### src/rtl/rxerr_pkg.sv
package rxerr_pkg;

    typedef struct packed {
        logic brk;
        logic par;
        logic frm;
    } rx_tag_t;

    typedef enum logic [1:0] {
        HS_WAIT      = 2'd0,
        HS_DATA_SEEN = 2'd1,
        HS_STAT_SEEN = 2'd2
    } head_state_t;

endpackage

### src/rtl/rxerr_store.sv
module rxerr_store
    import rxerr_pkg::*;
#(
    parameter int DEPTH = 16,
    parameter int DW    = 8,
    localparam int AW   = $clog2(DEPTH),
    localparam int CW   = $clog2(DEPTH + 1)
) (
    input  logic          clk,
    input  logic          rst_n,
    input  logic          push,
    input  logic [DW-1:0] push_data,
    input  rx_tag_t       push_tag,
    input  logic          pop,
    output logic [DW-1:0] hd_data,
    output rx_tag_t       hd_tag,
    output logic [CW-1:0] occ,
    output logic          full,
    output logic          empty
);

    localparam logic [CW-1:0] FULL_CNT = CW'(DEPTH);
    localparam logic [AW-1:0] LAST_IDX = AW'(DEPTH - 1);

    logic [DW-1:0] dmem [DEPTH];
    rx_tag_t       tmem [DEPTH];
    logic [AW-1:0] wptr, rptr;

    assign full  = (occ == FULL_CNT);
    assign empty = (occ == '0);

    always_ff @(posedge clk) begin
        if (push) begin
            dmem[wptr] <= push_data;
            tmem[wptr] <= push_tag;
        end
    end

    always_ff @(posedge clk or negedge rst_n) begin
        if (!rst_n) begin
            wptr <= '0;
            rptr <= '0;
            occ  <= '0;
        end else begin
            if (push) wptr <= (wptr == LAST_IDX) ? '0 : wptr + 1'b1;
            if (pop)  rptr <= (rptr == LAST_IDX) ? '0 : rptr + 1'b1;
            if (push && !pop)      occ <= occ + 1'b1;
            else if (pop && !push) occ <= occ - 1'b1;
        end
    end

    always_comb begin
        hd_data = '0;
        hd_tag  = '0;
        if (!empty) begin
            hd_data = dmem[rptr];
            hd_tag  = tmem[rptr];
        end
    end

    AST_POP_NONEMPTY: assert property (@(posedge clk) disable iff (!rst_n)
        pop |-> !empty);
    AST_NO_OVERFLOW: assert property (@(posedge clk) disable iff (!rst_n)
        occ <= FULL_CNT);

endmodule

### src/rtl/rxerr_head_fsm.sv
module rxerr_head_fsm
    import rxerr_pkg::*;
(
    input  logic clk,
    input  logic rst_n,
    input  logic nonempty,
    input  logic head_err,
    input  logic rd_data_stb,
    input  logic rd_stat_stb,
    output logic pop
);

    head_state_t st, nxt;

    always_ff @(posedge clk or negedge rst_n) begin
        if (!rst_n) st <= HS_WAIT;
        else        st <= nxt;
    end

    always_comb begin
        nxt = st;
        pop = 1'b0;
        if (!nonempty) begin
            nxt = HS_WAIT;
        end else if (!head_err) begin
            pop = rd_data_stb;
            nxt = HS_WAIT;
        end else begin
            unique case (st)
                HS_WAIT: begin
                    if (rd_data_stb && rd_stat_stb) pop = 1'b1;
                    else if (rd_data_stb)           nxt = HS_DATA_SEEN;
                    else if (rd_stat_stb)           nxt = HS_STAT_SEEN;
                end
                HS_DATA_SEEN: begin
                    if (rd_stat_stb) begin
                        pop = 1'b1;
                        nxt = HS_WAIT;
                    end
                end
                HS_STAT_SEEN: begin
                    if (rd_data_stb) begin
                        pop = 1'b1;
                        nxt = HS_WAIT;
                    end
                end
                default: nxt = HS_WAIT;
            endcase
        end
    end

    AST_CLEAN_POP: assert property (@(posedge clk) disable iff (!rst_n)
        (nonempty && !head_err && rd_data_stb) |-> pop);
    AST_ERR_NEEDS_STROBE: assert property (@(posedge clk) disable iff (!rst_n)
        (pop && head_err) |-> (rd_data_stb || rd_stat_stb));
    AST_ERR_ONE_STROBE_HOLDS: assert property (@(posedge clk) disable iff (!rst_n)
        (nonempty && head_err && st == HS_WAIT && (rd_data_stb ^ rd_stat_stb)) |-> !pop);

endmodule

### src/rtl/rxerr_fifo.sv
module rxerr_fifo
    import rxerr_pkg::*;
#(
    parameter int DEPTH = 16,
    parameter int DW    = 8,
    localparam int CW   = $clog2(DEPTH + 1)
) (
    input  logic          clk,
    input  logic          rst_n,
    input  logic          wr_en,
    input  logic [DW-1:0] wr_data,
    input  logic          wr_frame,
    input  logic          wr_parity,
    input  logic          wr_break,
    input  logic          rd_data_stb,
    input  logic          rd_stat_stb,
    output logic [DW-1:0] head_data,
    output logic [2:0]    head_stat,
    output logic [CW-1:0] count,
    output logic          overrun,
    output logic          err_irq
);

    localparam logic [CW-1:0] FULL_CNT = CW'(DEPTH);

    rx_tag_t in_tag, hd_tag;
    logic    full, empty, pop, push, drop;

    assign in_tag = '{brk: wr_break, par: wr_parity, frm: wr_frame};
    assign push   = wr_en && (!full || pop);
    assign drop   = wr_en && full && !pop;

    rxerr_store #(.DEPTH(DEPTH), .DW(DW)) u_store (
        .clk       (clk),
        .rst_n     (rst_n),
        .push      (push),
        .push_data (wr_data),
        .push_tag  (in_tag),
        .pop       (pop),
        .hd_data   (head_data),
        .hd_tag    (hd_tag),
        .occ       (count),
        .full      (full),
        .empty     (empty)
    );

    rxerr_head_fsm u_head (
        .clk         (clk),
        .rst_n       (rst_n),
        .nonempty    (!empty),
        .head_err    (|hd_tag),
        .rd_data_stb (rd_data_stb),
        .rd_stat_stb (rd_stat_stb),
        .pop         (pop)
    );

    assign head_stat = hd_tag;
    assign err_irq   = !empty && (|hd_tag);

    always_ff @(posedge clk or negedge rst_n) begin
        if (!rst_n)           overrun <= 1'b0;
        else if (drop)        overrun <= 1'b1;
        else if (rd_stat_stb) overrun <= 1'b0;
    end

    AST_DROP_KEEPS: assert property (@(posedge clk) disable iff (!rst_n)
        (wr_en && full && !pop) |=> (count == FULL_CNT && $stable(head_data)));
    AST_OVR_STICKY: assert property (@(posedge clk) disable iff (!rst_n)
        (overrun && !rd_stat_stb) |=> overrun);
    AST_FULL_ACCEPT: assert property (@(posedge clk) disable iff (!rst_n)
        (wr_en && full && pop) |=> (count == FULL_CNT));
    AST_IRQ_EMPTY: assert property (@(posedge clk) disable iff (!rst_n)
        (count == '0) |-> !err_irq);

endmodule

### config.mk
export PLATFORM = sky130hd
export DESIGN_NAME = rxerr_fifo
export DESIGN_NICKNAME = d
export VERILOG_FILES = /design/src/rtl/rxerr_pkg.sv /design/src/rtl/rxerr_store.sv /design/src/rtl/rxerr_head_fsm.sv /design/src/rtl/rxerr_fifo.sv
export SDC_FILE = /design/constraint.sdc
export NUM_CORES = 1
export LEC_CHECK = 0
export ABC_AREA = 0
export ABC_CLOCK_PERIOD_IN_PS = 6400
export BUFFER_PORTS_ARGS = -buffer_cell sky130_fd_sc_hd__buf_2
export CAP_MARGIN = 5
export CORE_ASPECT_RATIO = 1.75
export CORE_UTILIZATION = 50
export CTS_BUF_LIST = sky130_fd_sc_hd__clkbuf_2 sky130_fd_sc_hd__clkbuf_4 sky130_fd_sc_hd__clkbuf_8
export CTS_CLUSTER_DIAMETER = 100
export DETAILED_ROUTE_END_ITERATION = 8
export PLACE_DENSITY = 0.72
export SLEW_MARGIN = 20
export SYNTH_ARGS = -nofsm -noshare
export SYNTH_HDL_FRONTEND = slang
export SYNTH_SLANG_ARGS = --single-unit
### constraint.sdc
create_clock -name clk -period 6.4 [get_ports clk]
set_input_delay 1.6 -clock clk [delete_from_list [all_inputs] [get_ports clk]]
set_output_delay 1.6 -clock clk [all_outputs]
set_load 0.02 [all_outputs]
==> run_results.csv, run 1 <==
group,metric,value,unit
outcome,status,"finished clean",
setup_path,critPathCaptureType,"output port",
synth,yosys.area_share.simple,3.91,%
sta,finalClockSkew,0.0167,ns
final_layout,final_nets,466,
run,cap_violations,0,
min_path,hold_class,"reg2reg",
cts,cts_setup_buffers,0,
sta,fmax,0.213,GHz
cts,numCtsBuffers,17,
floorplan,dieWidth,96.7,um
floorplan,rows,60,
drt,drt_iter0_markers,398,
synth,ys.flop_type,"edfxtp_1",
drt,routed-via-count,3862,
synth,synth-seq-cells,192,
synth,synth_cells,389,
cts,cts_resized,0,
power_and_ir_drop,swShare,35.1,%
power_and_ir_drop,pwr-share-clk,20.8,%
synth,netlist_area,7840,sq um
sta,post-route-period-util,73.4,%
global_routing,antenna_found_initial,0,
floorplan,die_h,168,um
synth,synth_cell_types,41,
power_and_ir_drop,leakage,0.00292,uW
sta,whs,0.535,ns
setup_path,worstSetupStartpointType,"flop",
sta,setup_viol,0,
global_routing,grt_pass1_vias,4079,
final_layout,postLayoutCoreUtil,57.1,%
cts,cts_sinks,192,
drt,wl_per_cell,24.0,um
power_and_ir_drop,comb_power_share,35.7,%
synth,synth_top_family_by_area,"multiplexers",
cts,cts_tree,"built",
final_layout,drive_above_1_share,35.3,%
sta,rsz0062_at_grt,"no",
drt,drc,0,
synth,ys_async_sr_fraction,8.33,%
drt,first_pass_iters,5,
cts,cts_root_buf,"clkbuf_8",
synth,mappedNetlistNets,415,
setup_path,path_class,"reg2out",
final_layout,num_antenna_cells,0,
synth,syn-mean-instance-area,20.2,sq um
sta,hold_violations,0,
cts,ctsHoldBuffers,0,
place,gp_congestion,0.780,
setup_path,arrival,3.10,ns
final_layout,area_growth,11.6,%
cts,clk_pin_slew,0.10,ns
cts,clkLatencyLatePin,0.47,ns
synth,synthMuxAreaShare,16.6,%
setup_path,cp.required,4.80,ns
cts,cts_buffer_depth,2,
global_routing,grt_max_degree,37,
synth,synth_edf_count,176,
synth,synth_compound_area_share,3.03,%
drt,vias_per_cell,6.04,
sta,max_slew_margin,37.5,%
drt,ant_nets,0,
final_layout,final_cell_area,8750,sq um
power_and_ir_drop,irDropWorstVdd,0.320,mV
power_and_ir_drop,finalPower,3920,uW
global_routing,track_usage,19.8,%
setup_path,worst-path-max-fanout,27,
power_and_ir_drop,pwr_density_cell,448,nW/um^2
sta,drv_slew,0,
global_routing,grt_pass1_wl,23.3,mm
power_and_ir_drop,p_seq_share,43.6,%
place,place_area,8320,sq um
floorplan,dieArea,16200,sq um
synth,synth_xor_area_share,0.782,%
cts,h-tree-depth,4,
power_and_ir_drop,p_switching,1370,uW
floorplan,initial_utilization,51.2,%
setup_path,r2r_slack,1.90,ns
floorplan,core,15300,sq um
synth,synth_warnings,0,
synth,ys_seq_area_share,72.5,%
drt,wl,15.3,mm
place,dp_hpwl,9.88,mm
sta,min_period,4.70,ns
synth,synthAdderAreaFrac,1.69,%
power_and_ir_drop,intPower,2540,uW
sta,tightest_slew,0.937,ns
floorplan,ioPinCount,34,
place,numPortBuffers,33,
sta,fin_tns_setup,0,ns
global_routing,grt_overflow_total,0,
## flip-flops by register name (all words and copies together), names as in the netlist
| signal | flops |
|---|---|
| u_store.dmem | 128 |
| u_store.tmem | 48 |
| u_store.occ | 5 |
| u_store.rptr | 4 |
| u_store.wptr | 4 |
| u_head.st | 2 |
| overrun | 1 |
## cells by family (layout without fill, tap and decap cells)
kind of cell,Yosys count,count (layout)
buffers and inverters,28,92
multiplexers,66,66
adder cells (fa/ha/maj),10,10
AO/OA/AOI/OAI,26,26
AND/OR/NAND/NOR,60,60
XOR/XNOR,7,7
flip-flops,192,192
## synth_stat cells, types with 2 or more instances
library cell	number	area (sq um)
nand2b_1	4	25.0
xor2_1	2	17.5
nor2b_1	8	50.1
mux2i_1	6	60.1
o311ai_2	3	48.8
inv_1	9	33.8
nand4_1	2	12.5
dfrtp_1	16	400
mux4_2	50	1130
o21ai_0	5	25.0
buf_1	3	11.3
and3_1	3	18.8
xnor2_1	5	43.8
nand2_1	9	33.8
nor3_1	5	25.0
edfxtp_1	176	5290
mux2_2	10	113
a211oi_1	2	15.0
a21oi_1	5	25.0
a21o_1	2	15.0
nor4_1	2	12.5
a31oi_1	2	12.5
nor2_1	20	75.1
o22ai_1	2	12.5
buf_2	4	20.0
clkbuf_1	11	41.3
ha_1	9	113
## critical path: stages, from the launching register on
cell	delay [ns]
dfrtp_2	0.80
buf_4	0.44
mux4_2	0.54
mux2i_1	0.16
nor3_1	0.11
nor2_1	0.19
o21ai_0	0.18
buf_2	0.21
## worst paths after layout
kind | start | end | cells past startpoint
min in group asynchronous | rst_n | u_store.rptr[3] | 1
max in group asynchronous | rst_n | u_store.rptr[0] | 1
hold reg to reg | overrun | overrun | 2
hold / removal | overrun | overrun | 2
setup reg to reg | u_store.rptr[1] | u_store.occ[4] | 15
setup / recovery | u_store.rptr[1] | err_irq | 7
## routing by layer
| layer | wire length (um) | track usage (%) | vias up |
|---|---|---|---|
| li1 | - | - | 1684 |
| met1 | 6000 | 24.1 | 2048 |
| met2 | 8380 | 34.5 | 98 |
| met3 | 485 | 3.63 | 32 |
| met4 | 446 | 8.31 | 0 |
| met5 | 0 | 0 | - |
## through the flow
| step | std cells | worst slack (ns) |
|---|---|---|
| finish | 639 | 1.70 |
| global route | 639 | 1.47 |
| CTS | 639 | 1.62 |
| detailed placement | 607 | 1.89 |
| global placement | 607 | 1.98 |
| floorplan | 389 | 2.24 |
## power by group through the flow
stage / clock network [uW] / registers, uW / logic, uW
after floorplan: 0 / 1640 / 1120
after global placement: 0 / 1720 / 1390
after detailed placement: 0 / 1740 / 1410
after CTS: 825 / 1710 / 1410
after global routing: 865 / 1730 / 1500
final: 813 / 1710 / 1400
## cell usage in the layout, fill, tap and decap left out, drive strengths merged
| cell type | count |
|---|---|
| bufinv | 1 |
| and3 | 3 |
| o221ai | 1 |
| o311ai | 4 |
| and3b | 1 |
| nand2 | 9 |
| fa | 1 |
| nor4 | 2 |
| edfxtp | 176 |
| nand4 | 2 |
| mux2i | 6 |
| a211oi | 3 |
| a21oi | 5 |
| nor3 | 5 |
| or3 | 2 |
| clkinv | 9 |
| a21o | 2 |
| and2 | 1 |
| dfrtp | 16 |
| buf | 51 |
| inv | 14 |
| nor2b | 8 |
| ha | 9 |
| o21ai | 5 |
| nor2 | 21 |
| a31oi | 2 |
| nand3 | 1 |
| o22ai | 2 |
| o31ai | 2 |
| clkbuf | 17 |
| nand2b | 4 |
| xnor2 | 5 |
| mux4 | 50 |
| xor2 | 2 |
| or4 | 1 |
| mux2 | 10 |
## cell type report
| type | count | area, sq um |
|---|---|---|
| Fill cell | 1164 | 6570 |
| Sequential cell | 192 | 5690 |
| Multi-Input combinational cell | 169 | 2060 |
| Timing Repair Buffer | 51 | 300 |
| Clock buffer | 17 | 234 |
| Tap cell | 186 | 233 |
| Clock inverter | 15 | 198 |
| Inverter | 9 | 33.8 |
No activity file was read; power rests on OpenSTA's default activity.
==> run 2, diff against run 1 <==
--- a/config.mk
+++ b/config.mk
@@ -5,8 +5,8 @@
 export SDC_FILE = /design/constraint.sdc
 export NUM_CORES = 1
 export LEC_CHECK = 0
-export ABC_AREA = 0
-export ABC_CLOCK_PERIOD_IN_PS = 6400
+export ABC_AREA = 1
+export ABC_CLOCK_PERIOD_IN_PS = 4400
 export BUFFER_PORTS_ARGS = -buffer_cell sky130_fd_sc_hd__buf_2
 export CAP_MARGIN = 5
 export CORE_ASPECT_RATIO = 1.75
==> constraint.sdc (replaced) <==
create_clock -name clk -period 4.4 [get_ports clk]
set_input_delay 1.1 -clock clk [delete_from_list [all_inputs] [get_ports clk]]
set_output_delay 1.1 -clock clk [all_outputs]
set_load 0.02 [all_outputs]
==> run 2 against run 1 <==
Compared with the run above:
- critical endpoint is now head_data[0]
- final cell count is 49% higher
- core utilization is 0.90 points lower
- register-to-register slack worse by 1.2 ns
- flip-flop and latch count stayed put
- hold slack better by 0.017 ns
- clock power is 45% higher
- power is 54% higher
- cell area is 3.0% higher
- largest power group is now combinational cells
- sequential power is 37% higher
- global-route usage is 4.8 points higher
==> run_results.csv, run 2 <==
group,metric,value,unit
outcome,status,"finished clean",
place,place_inst,923,
final_layout,postLayoutCoreUtil,56.2,%
synth,yosysMostFrequentCell,"edfxtp_1",
synth,yosys.area.top_type,"edfxtp_1",
place,numPortBuffers,33,
floorplan,rows,61,
sta,fmax,0.262,GHz
synth,synth_cells,718,
power_and_ir_drop,intPower,3550,uW
global_routing,antenna_found_initial,0,
final_layout,final_cells,955,
final_layout,reg_top3,"u_store.dmem: 128 flops, u_store.tmem: 48 flops, u_store.occ: 5 flops",
final_layout,area_growth,9.35,%
drt,dr_wl_met3,1.05,mm
setup_path,cp_cell_sequence,"inv_6, buf_4, o21ai_0, o221ai_1, nand3_1, a31oi_1, buf_2",
sta,tightest_slew,0.795,ns
setup_path,worst-path-max-fanout,47,
cts,cts_sinks,192,
global_routing,track_usage,24.5,%
cts,ctsHoldBuffers,0,
drt,drc,0,
setup_path,arrival,2.71,ns
cts,h-tree-depth,4,
cts,cts_setup_buffers,0,
final_layout,final_nets,779,
sta,post-route-period-util,86.7,%
sta,hold_violations,0,
drt,wl,19.6,mm
global_routing,grt_pass1_vias,5682,
cts,cts_buffer_depth,2,
setup_path,crit_path_start,"u_store.rptr[0]",
sta,drv_slew,0,
drt,top_layer_used,"met4",
synth,syn-mean-instance-area,11.5,sq um
cts,cts_resized,0,
global_routing,grt_overflow_total,0,
synth,ys_seq_area_share,69.0,%
synth,synthTopCellsByArea,"edfxtp_1, nand2_1, dfrtp_1",
cts,cts_tree,"built",
drt,routed-via-count,5642,
final_layout,num_antenna_cells,0,
run,cap_violations,0,
drt,met1Wirelength,7.09,mm
place,gp_congestion,0.846,
floorplan,dieWidth,99.0,um
synth,mappedNetlistNets,744,
power_and_ir_drop,swShare,41.2,%
synth,synth_edf_count,176,
final_layout,top_register,"u_store.dmem",
floorplan,ioPinCount,34,
final_layout,final_common_cell,"edfxtp_1",
sta,finalClockSkew,0.0204,ns
global_routing,grt_max_degree,63,
sta,fin_tns_setup,0,ns
cts,clkLatencyLatePin,0.47,ns
floorplan,die_h,172,um
setup_path,r2r_start,"u_store.rptr[0]",
synth,synth_top_cell_area_share,64.1,%
synth,ys_async_sr_fraction,8.33,%
place,place_area,8600,sq um
drt,drt_iter0_markers,515,
final_layout,mostFrequentLayoutCells,"edfxtp_1, nand2_1, nor2_1",
synth,synth-seq-cells,192,
drt,vias_per_cell,5.91,
floorplan,dieArea,17000,sq um
power_and_ir_drop,irDropWorstVdd,0.635,mV
final_layout,final_cell_area,9010,sq um
synth,synth_common_cells,"edfxtp_1, nand2_1, nor2_1, o21ai_0, inv_1",
synth,synth_warnings,0,
drt,wl_met2,10.5,mm
sta,whs,0.552,ns
cts,numCtsBuffers,17,
setup_path,cpPeakStageDelay,0.47,ns
final_layout,largest_reg_flops,128,
sta,max_slew_margin,47.0,%
sta,rsz0062_at_grt,"no",
sta,setup_viol,0,
final_layout,drive_above_1_share,13.3,%
sta,min_period,3.81,ns
power_and_ir_drop,p_seq_share,38.9,%
power_and_ir_drop,comb_power_share,41.6,%
setup_path,worstSetupStartpointType,"flop",
floorplan,initial_utilization,51.4,%
setup_path,critPathCaptureType,"output port",
cts,clk_pin_slew,0.10,ns
cts,cts_root_buf,"clkbuf_8",
power_and_ir_drop,pwr_density_cell,670,nW/um^2
min_path,hold_class,"in2async",
global_routing,grt_pass1_wl,30.5,mm
drt,first_pass_iters,5,
setup_path,path_class,"reg2out",
drt,wl_per_cell,20.5,um
power_and_ir_drop,p_switching,2490,uW
drt,ant_nets,0,
synth,synth_cell_types,38,
synth,ys.flop_type,"edfxtp_1",
setup_path,cp.required,3.30,ns
place,dp_hpwl,12.6,mm
setup_path,cp_slowest_cell,"dfrtp_2",
power_and_ir_drop,leakage,0.00341,uW
power_and_ir_drop,pwr-share-clk,19.6,%
synth,netlist_area,8240,sq um
floorplan,core,16000,sq um
run 2: changes by cell type after synthesis, sizes merged, moves of 19 or more:
cell and delta:
nand2 +135, nor2 +70, o21ai +69, inv +58, mux4 -50, nand3 +40
o22ai +19
run 2: layout make-up:
class                   count  area [sq um]
well taps                 189           236
clock inverters            13           163
clock buffers              19           249
multi-input cells         424          2110
repair buffers             50           305
flip-flops and latches    192          5690
inverters                  68           260
fillers                  1333          7020
run 2: stage by stage:
step	total power (uW)	setup slack [ns]
2_1_floorplan	4080	1.15
5_1_grt	6360	0.383
3_5_place_dp	4860	0.784
4_1_cts	6030	0.545
3_3_place_gp	4780	0.915
6_report	6030	0.585
run 2: final timing paths:
check	end	slack, ns	cells after the start
worst max-delay path	head_data[0]	0.59	7
worst max register to register	u_store.occ[4]	0.73	25
max in group asynchronous	u_store.rptr[0]	3.53	1
min in group clk	overrun	0.55	2
worst min register to register	overrun	0.55	2
worst min-delay path	u_store.occ[2]	0.55	1
run 2: cell families after synthesis:
logic type / share of synthesized area (%)
fa+ha+maj: 1.61
simple gates: 14.6
buf+inv: 5.39
compound gates: 9.16
flops: 69.0
xor+xnor: 0.213
run 2: routing by layer:
| layer | up-vias | global-route usage [%] |
|---|---|---|
| li1 | 2565 | - |
| met1 | 2762 | 27.2 |
| met2 | 263 | 44.5 |
| met3 | 52 | 3.58 |
| met4 | 0 | 14.3 |
| met5 | - | 0 |
run 2: power groups by stage:
stage,Clock [uW],Combinational (uW),Sequential [uW]
detailed placement,0,2480,2380
CTS,1190,2490,2340
finish,1180,2510,2340
global route,1260,2730,2360
global placement,0,2410,2370
floorplan,0,1710,2370
run 2: worst max-delay path: cells and delay by family (launching register included):
kind                   cells  cell delay (ns)
AO/OA/AOI/OAI              3             0.60
buffers and inverters      3             0.98
flip-flops                 1             0.47
AND/OR/NAND/NOR            1             0.18
